<file path="src/rtl/gdt_pkg.sv">
package gdt_pkg;
  typedef enum logic [2:0] {
    ST_OFF,
    ST_HS_ON,
    ST_HS_LS_WAIT,
    ST_LS_ON,
    ST_LS_HS_WAIT
  } gdt_state_e;

  typedef enum logic [1:0] {
    CMD_LOW,
    CMD_HIGH,
    CMD_MID
  } pwm_cmd_e;

  function automatic pwm_cmd_e decode_pwm(input logic above, input logic below);
    if (above && !below)      return CMD_HIGH;
    else if (below && !above) return CMD_LOW;
    else                      return CMD_MID;
  endfunction
endpackage

</file>
<file path="src/rtl/gdt_sync.sv">
module gdt_sync #(
  parameter int WIDTH  = 6,
  parameter int STAGES = 2
) (
  input  logic             clk,
  input  logic             rst_n,
  input  logic [WIDTH-1:0] d_i,
  output logic [WIDTH-1:0] q_o
);
  for (genvar b = 0; b < WIDTH; b++) begin : g_bit
    logic [STAGES-1:0] chain_q;
    always_ff @(posedge clk or negedge rst_n) begin
      if (!rst_n) chain_q <= '0;
      else        chain_q <= {chain_q[STAGES-2:0], d_i[b]};
    end
    assign q_o[b] = chain_q[STAGES-1];
  end
endmodule

</file>
<file path="src/rtl/gdt_tri_qual.sv">
module gdt_tri_qual #(
  parameter int TRI_HOLD = 20
) (
  input  logic clk,
  input  logic rst_n,
  input  logic mid_i,
  output logic tri_o
);
  localparam int CW = $clog2(TRI_HOLD + 1);

  logic [CW-1:0] cnt_q, cnt_d;
  logic          cnt_full;

  assign cnt_full = (cnt_q == CW'(TRI_HOLD));

  always_comb begin
    if (!mid_i)        cnt_d = '0;
    else if (cnt_full) cnt_d = cnt_q;
    else               cnt_d = cnt_q + 1'b1;
  end

  always_ff @(posedge clk or negedge rst_n) begin
    if (!rst_n) cnt_q <= '0;
    else        cnt_q <= cnt_d;
  end

  assign tri_o = mid_i && cnt_full;


  tri_cnt_bound_chk: assert property (@(posedge clk) disable iff (!rst_n)
    cnt_q <= CW'(TRI_HOLD));


  tri_needs_mid_chk: assert property (@(posedge clk) disable iff (!rst_n)
    tri_o |-> $past(mid_i));
endmodule

</file>
<file path="src/rtl/gdt_fsm.sv">
module gdt_fsm
  import gdt_pkg::*;
#(
  parameter int HS_DEAD    = 5,
  parameter int LS_DEAD    = 4,
  parameter int SW_TIMEOUT = 50
) (
  input  logic     clk,
  input  logic     rst_n,
  input  pwm_cmd_e cmd_i,
  input  logic     force_off_i,
  input  logic     ls_allow_i,
  input  logic     sw_low_i,
  output logic     hs_en_o,
  output logic     ls_en_o
);
  localparam int TMAX = (SW_TIMEOUT > HS_DEAD) ? SW_TIMEOUT : HS_DEAD;
  localparam int TW   = $clog2(TMAX + 1);
  localparam int SW   = $clog2(LS_DEAD + 1);

  gdt_state_e    st_q, st_d;
  logic [TW-1:0] tmr_q, tmr_d;
  logic [SW-1:0] sns_q, sns_d;
  logic          hs_gap_done, ls_sense_done, ls_timeout;

  assign hs_gap_done   = (tmr_q == TW'(HS_DEAD - 1));
  assign ls_sense_done = sw_low_i && (sns_q == SW'(LS_DEAD - 1));
  assign ls_timeout    = (tmr_q == TW'(SW_TIMEOUT - 1));

  always_comb begin
    st_d  = st_q;
    tmr_d = tmr_q;
    sns_d = sns_q;
    if (force_off_i) begin
      st_d = ST_OFF;
    end else if (cmd_i != CMD_MID) begin
      case (st_q)
        ST_OFF: begin
          if (cmd_i == CMD_HIGH) st_d = ST_LS_HS_WAIT;
          else if (ls_allow_i)   st_d = ST_HS_LS_WAIT;
        end
        ST_HS_ON: begin
          if (cmd_i == CMD_LOW) st_d = ST_HS_LS_WAIT;
        end
        ST_LS_ON: begin
          if (cmd_i == CMD_HIGH) st_d = ST_LS_HS_WAIT;
          else if (!ls_allow_i)  st_d = ST_OFF;
        end
        ST_LS_HS_WAIT: begin
          if (cmd_i == CMD_LOW) st_d = ST_HS_LS_WAIT;
          else if (hs_gap_done) st_d = ST_HS_ON;
          else                  tmr_d = tmr_q + 1'b1;
        end
        ST_HS_LS_WAIT: begin
          if (cmd_i == CMD_HIGH)                 st_d = ST_LS_HS_WAIT;
          else if (!ls_allow_i)                  st_d = ST_OFF;
          else if (ls_sense_done || ls_timeout)  st_d = ST_LS_ON;
          else begin
            tmr_d = tmr_q + 1'b1;
            sns_d = sw_low_i ? sns_q + 1'b1 : '0;
          end
        end
        default: st_d = ST_OFF;
      endcase
    end
    if (st_d != st_q) begin
      tmr_d = '0;
      sns_d = '0;
    end
  end

  always_ff @(posedge clk or negedge rst_n) begin
    if (!rst_n) begin
      st_q  <= ST_OFF;
      tmr_q <= '0;
      sns_q <= '0;
    end else begin
      st_q  <= st_d;
      tmr_q <= tmr_d;
      sns_q <= sns_d;
    end
  end

  assign hs_en_o = (st_q == ST_HS_ON);
  assign ls_en_o = (st_q == ST_LS_ON);


  hs_rise_gap_chk: assert property (@(posedge clk) disable iff (!rst_n)
    $rose(hs_en_o) |-> !$past(ls_en_o));


  ls_rise_gap_chk: assert property (@(posedge clk) disable iff (!rst_n)
    $rose(ls_en_o) |-> !$past(hs_en_o));


  force_clears_chk: assert property (@(posedge clk) disable iff (!rst_n)
    force_off_i |=> (!hs_en_o && !ls_en_o));


  skip_blocks_ls_chk: assert property (@(posedge clk) disable iff (!rst_n)
    !ls_allow_i |=> !ls_en_o);


  mid_holds_chk: assert property (@(posedge clk) disable iff (!rst_n)
    (cmd_i == CMD_MID && !force_off_i) |=> $stable(hs_en_o) && $stable(ls_en_o));
endmodule

</file>
<file path="src/rtl/gdt_ctrl.sv">
module gdt_ctrl
  import gdt_pkg::*;
#(
  parameter int SYNC_STAGES = 2,
  parameter int HS_DEAD     = 5,
  parameter int LS_DEAD     = 4,
  parameter int TRI_HOLD    = 20,
  parameter int SW_TIMEOUT  = 50
) (
  input  logic clk,
  input  logic rst_n,
  input  logic pwm_above_i,
  input  logic pwm_below_i,
  input  logic skip_n_i,
  input  logic dis_n_i,
  input  logic uvlo_i,
  input  logic sw_low_i,
  output logic hs_en_o,
  output logic ls_en_o
);
  localparam int NIN = 6;

  logic [1:0]     rst_sync_q;
  logic           rst_int_n;
  logic [NIN-1:0] raw_in, syn_in;
  logic           above_s, below_s, skip_n_s, dis_n_s, uvlo_s, sw_low_s;
  pwm_cmd_e       cmd;
  logic           mid_level, tri_hit, force_off;

  always_ff @(posedge clk or negedge rst_n) begin
    if (!rst_n) rst_sync_q <= '0;
    else        rst_sync_q <= {rst_sync_q[0], 1'b1};
  end
  assign rst_int_n = rst_sync_q[1];

  assign raw_in = {sw_low_i, uvlo_i, dis_n_i, skip_n_i, pwm_below_i, pwm_above_i};

  gdt_sync #(.WIDTH(NIN), .STAGES(SYNC_STAGES)) u_sync (
    .clk   (clk),
    .rst_n (rst_int_n),
    .d_i   (raw_in),
    .q_o   (syn_in)
  );

  assign {sw_low_s, uvlo_s, dis_n_s, skip_n_s, below_s, above_s} = syn_in;

  assign cmd       = decode_pwm(above_s, below_s);
  assign mid_level = (cmd == CMD_MID);

  gdt_tri_qual #(.TRI_HOLD(TRI_HOLD)) u_tri (
    .clk   (clk),
    .rst_n (rst_int_n),
    .mid_i (mid_level),
    .tri_o (tri_hit)
  );

  assign force_off = !dis_n_s || uvlo_s || tri_hit;

  gdt_fsm #(.HS_DEAD(HS_DEAD), .LS_DEAD(LS_DEAD), .SW_TIMEOUT(SW_TIMEOUT)) u_fsm (
    .clk         (clk),
    .rst_n       (rst_int_n),
    .cmd_i       (cmd),
    .force_off_i (force_off),
    .ls_allow_i  (skip_n_s),
    .sw_low_i    (sw_low_s),
    .hs_en_o     (hs_en_o),
    .ls_en_o     (ls_en_o)
  );


  reset_quiet_chk: assert property (@(posedge clk)
    !rst_n |=> (!hs_en_o && !ls_en_o));
endmodule

</file>
<file path="config.mk">
export PLATFORM = sky130hd
export DESIGN_NAME = gdt_ctrl
export DESIGN_NICKNAME = d
export VERILOG_FILES = /design/src/rtl/gdt_pkg.sv /design/src/rtl/gdt_sync.sv /design/src/rtl/gdt_tri_qual.sv /design/src/rtl/gdt_fsm.sv /design/src/rtl/gdt_ctrl.sv
export SDC_FILE = /design/constraint.sdc
export NUM_CORES = 1
export LEC_CHECK = 0
export CORE_MARGIN = 1.5
export CORE_UTILIZATION = 50
export DETAILED_ROUTE_END_ITERATION = 10
export HOLD_SLACK_MARGIN = 0.03
export PLACE_DENSITY = 0.69
export SETUP_SLACK_MARGIN = 0.2
export SYNTH_ARGS = -nofsm -noshare
export SYNTH_HDL_FRONTEND = slang
export SYNTH_SLANG_ARGS = --single-unit
</file>
<file path="constraint.sdc">
create_clock -name clk -period 2 [get_ports clk]
set_clock_uncertainty 0.2 [all_clocks]
set_input_delay 0.2 -clock clk [delete_from_list [all_inputs] [get_ports clk]]
set_output_delay 0.2 -clock clk [all_outputs]
set_load 0.005 [all_outputs]
</file>
==> impl_results.md <==
* R2r endpoint: u_fsm.tmr_q[2]$_DFFE_PN0P_
* Met1 WL at roughly 1400 um
* Setup crit start kind: register
* Initial antenna violation count at 0
* Core Util, Final at 0.694
* Gp weighted congestion at a little over 0.9
* Die ar. at 3570 sq um
* Placeable core area at 3050 sq um
* Max FO, Critical Path at 6
* Setup_tns at -474 ps
* Placed inst area at around 1900 sq um
* Final Slew Violations at 0
* Failing checks: negative setup slack
* Vias in the first global route at ~1.2k
* Largest net degree at the start of global routing at 30
* Vias at roughly 1.3k
* Top Layer Used: met4
* First-pass GRT wire length at 5540 um
* Fmax at 0.485 GHz
* Final hold slack at between 30 and 40 ps
* WL final at between 3000 and 4000 um
* Crit. End Element: register
* Final Power at around 1.5 mW
* Top cell type's share of synthesized area at 0.482
* I/O pins at 10
* Fin. Hold Viols at 0
* Mux cell area share after synthesis at 0.00622
* Average routed wire per standard cell at approximately 14 um
* Synth Area per Inst at 10.7 sq um
* Area grow syn2layout at 31.5%
* R2R depth at 9
* Design area at 2120 sq um
* Synth Area in Adders at 0.0699
* Synth Area in Simple Gates at 0.206
* FF+latch count, synth at 31
* Async S/R FF share, synth at 1.00
* CTS root buffer: clkbuf_4
* Worst setup path startpoint: u_sync.g_bit[1].chain_q[1]$_DFF_PN0_
* Number of antenna diodes at 0
* RSZ-0062 raised after global routing: true
* IO Port Bufs at 9
* Req. time, crit path at 2020 ps
* Mapped Area at about 1600 sq um
* WL met3 at 86 um
* Layout cells sized above 1 at 0.306
* Max Cap Viol at 0
* LEAKAGE at ~0.9 nW
* Status: complete, but fails checks
* Mapped Cells at roughly 150
* Synth Area in XOR/XNOR at 0.0490
* Grt ovf at 0
* Synthesized Nets at 168
* Top FF cell, synth: dfrtp_1
* Reg-to-Reg Start: u_sync.g_bit[1].chain_q[1]$_DFF_PN0_
* Clk pin slew, worst setup/hold paths at roughly 100 ps
* Met2 wire len at 1620 um
* Seq/Total Area, Yosys at 0.482
* Drt pass-1 iters at 5
* Yosys Warn Count at 0
* Area contributors post-synth: dfrtp_1 (48%), ha_1 (7.0%), nor2_1 (4.4%)
* Arrival time worst endpoint at around 2100 ps
* Min-delay worst type: reg -> async
* CTS Buffer Depth at 2
* Die height at between 50 and 60 um
* Vias per cell at 5.29
* Endpoints failing setup at 9
* Setup ws final at -61.9 ps
* CTS tree: done
* IR drop worst, VDD at between 600 and 700 uV
* Initial Util at 0.527
* # nets final at ~210
* Total global-route track usage at 0.212
* Post-synthesis compound-gate area fraction at 0.141
* R2r setup slk at -60 ps
* Synth cell count leaders: dfrtp_1 (31), nor2_1 (19), inv_1 (11)
* PD cells at slightly below 700 nW/um^2
* # rows at 20
* Top cell type by total area after synthesis: dfrtp_1
* Post-synth cell types at 44
* Die span in x at around 60 um
* Main combinational cell family by area after synthesis: simple AND/OR/NAND/NOR gates
* HPWL Detailed at between 2000 and 2500 um
* Most instantiated library cell after synthesis: dfrtp_1
* H-tree depth reported by CTS at 2
* ANT nets after route at 0
* Tmin final at between 2000 and 2500 ps
* Crit Path Class: reg -> reg
* Post-synth EDFFs at 0
* Crit share post-route at 1.03
* Fill cell count at 258
* Iteration-0 DRC Markers at 63
* Clock Latency Late Sink at ~330 ps
* Drt drc at 0
* Num CTS Buffers at 5
* Sink Count at 31
## registers in the layout, summed over array words and instances (netlist names)
signal and count:
u_fsm.st_q 3, u_sync.g_bit.chain_q 12, rst_sync_q 2, u_fsm.tmr_q 6, u_fsm.sns_q 3, u_tri.cnt_q 5
## how the worst max path moves through the flow
stage	endpoint	slack (ps)	cells past startpoint
2_1_floorplan	u_fsm.sns_q[2]$_DFFE_PN0P_	-40	7
3_3_place_gp	u_fsm.sns_q[0]$_DFFE_PN0P_	-30	6
3_5_place_dp	u_fsm.sns_q[2]$_DFFE_PN0P_	-120	6
4_1_cts	u_fsm.tmr_q[5]$_DFFE_PN0P_	-70	7
5_1_grt	u_fsm.sns_q[0]$_DFFE_PN0P_	-150	6
6_report	u_fsm.tmr_q[2]$_DFFE_PN0P_	-60	9
## critical path, stage by stage, from the launching register on
cell      delay (ps)
dfrtp_1          420
inv_1             80
ha_2             220
and4bb_4         220
buf_4            150
nor3_1           180
nand3_1          140
o211ai_4         130
buf_12           150
nor2_1            40
## per-stage QoR
step	worst slack [ps]	cells
2_1_floorplan	-44.4	151
3_3_place_gp	-30.2	221
3_5_place_dp	-116	221
4_1_cts	-69.9	232
5_1_grt	-150	237
6_report	-61.9	237
## kinds of logic after synthesis
| group | count (synthesis) |
|---|---|
| compound gates | 29 |
| mux | 1 |
| buf+inv | 15 |
| fa+ha+maj | 9 |
| flops | 31 |
| other cells | 1 |
| simple gates | 56 |
| xor+xnor | 9 |
## final cells by class
type / instances / area [sq um] / area share
Tap cell: 44 / 55.1 / 0.0260
Clock buffer: 6 / 41.3 / 0.0195
Clock inverter: 2 / 60.1 / 0.0284
Timing Repair Buffer: 38 / 324 / 0.153
Sequential cell: 31 / 778 / 0.367
Multi-Input combinational cell: 105 / 816 / 0.385
Inverter: 11 / 43.8 / 0.0207
## placed cells by master (no fill, tap or decap), types with 4 or more instances in the layout
| cell type | Yosys | final |
|---|---|---|
| nand2_1 | 8 | 7 |
| buf_4 | 1 | 26 |
| dfrtp_1 | 31 | 29 |
| clkbuf_4 | 0 | 5 |
| clkdlybuf4s50_1 | 0 | 7 |
| nor2_1 | 19 | 19 |
| xnor2_1 | 6 | 6 |
| nor3_1 | 5 | 5 |
| a21oi_1 | 8 | 5 |
| nand3_1 | 4 | 4 |
| inv_1 | 11 | 7 |
| a21oi_2 | 1 | 4 |
| ha_1 | 9 | 6 |
## power by group
| group | internal (mW) | switching (mW) |
|---|---|---|
| Combinational | 0.0994 | 0.0929 |
| Sequential | 0.653 | 0.0199 |
| Clock | 0.390 | 0.210 |
| Total | 1.14 | 0.323 |
## layer usage
| layer | vias up | GRT usage |
|---|---|---|
| met5 | - | 0 |
| met1 | 613 | 0.256 |
| li1 | 618 | - |
| met3 | 10 | 0.0606 |
| met2 | 13 | 0.348 |
| met4 | 0 | 0.0984 |
## what timing repair did
action	4_1_cts	5_1_grt
pin swaps	7	10
gates resized for setup	12	9
hold endpoints to repair	2	0
setup buffers	2	5
hold buffers	1	0
setup endpoints to repair	13	12
Power figures use the tool's default switching activity.
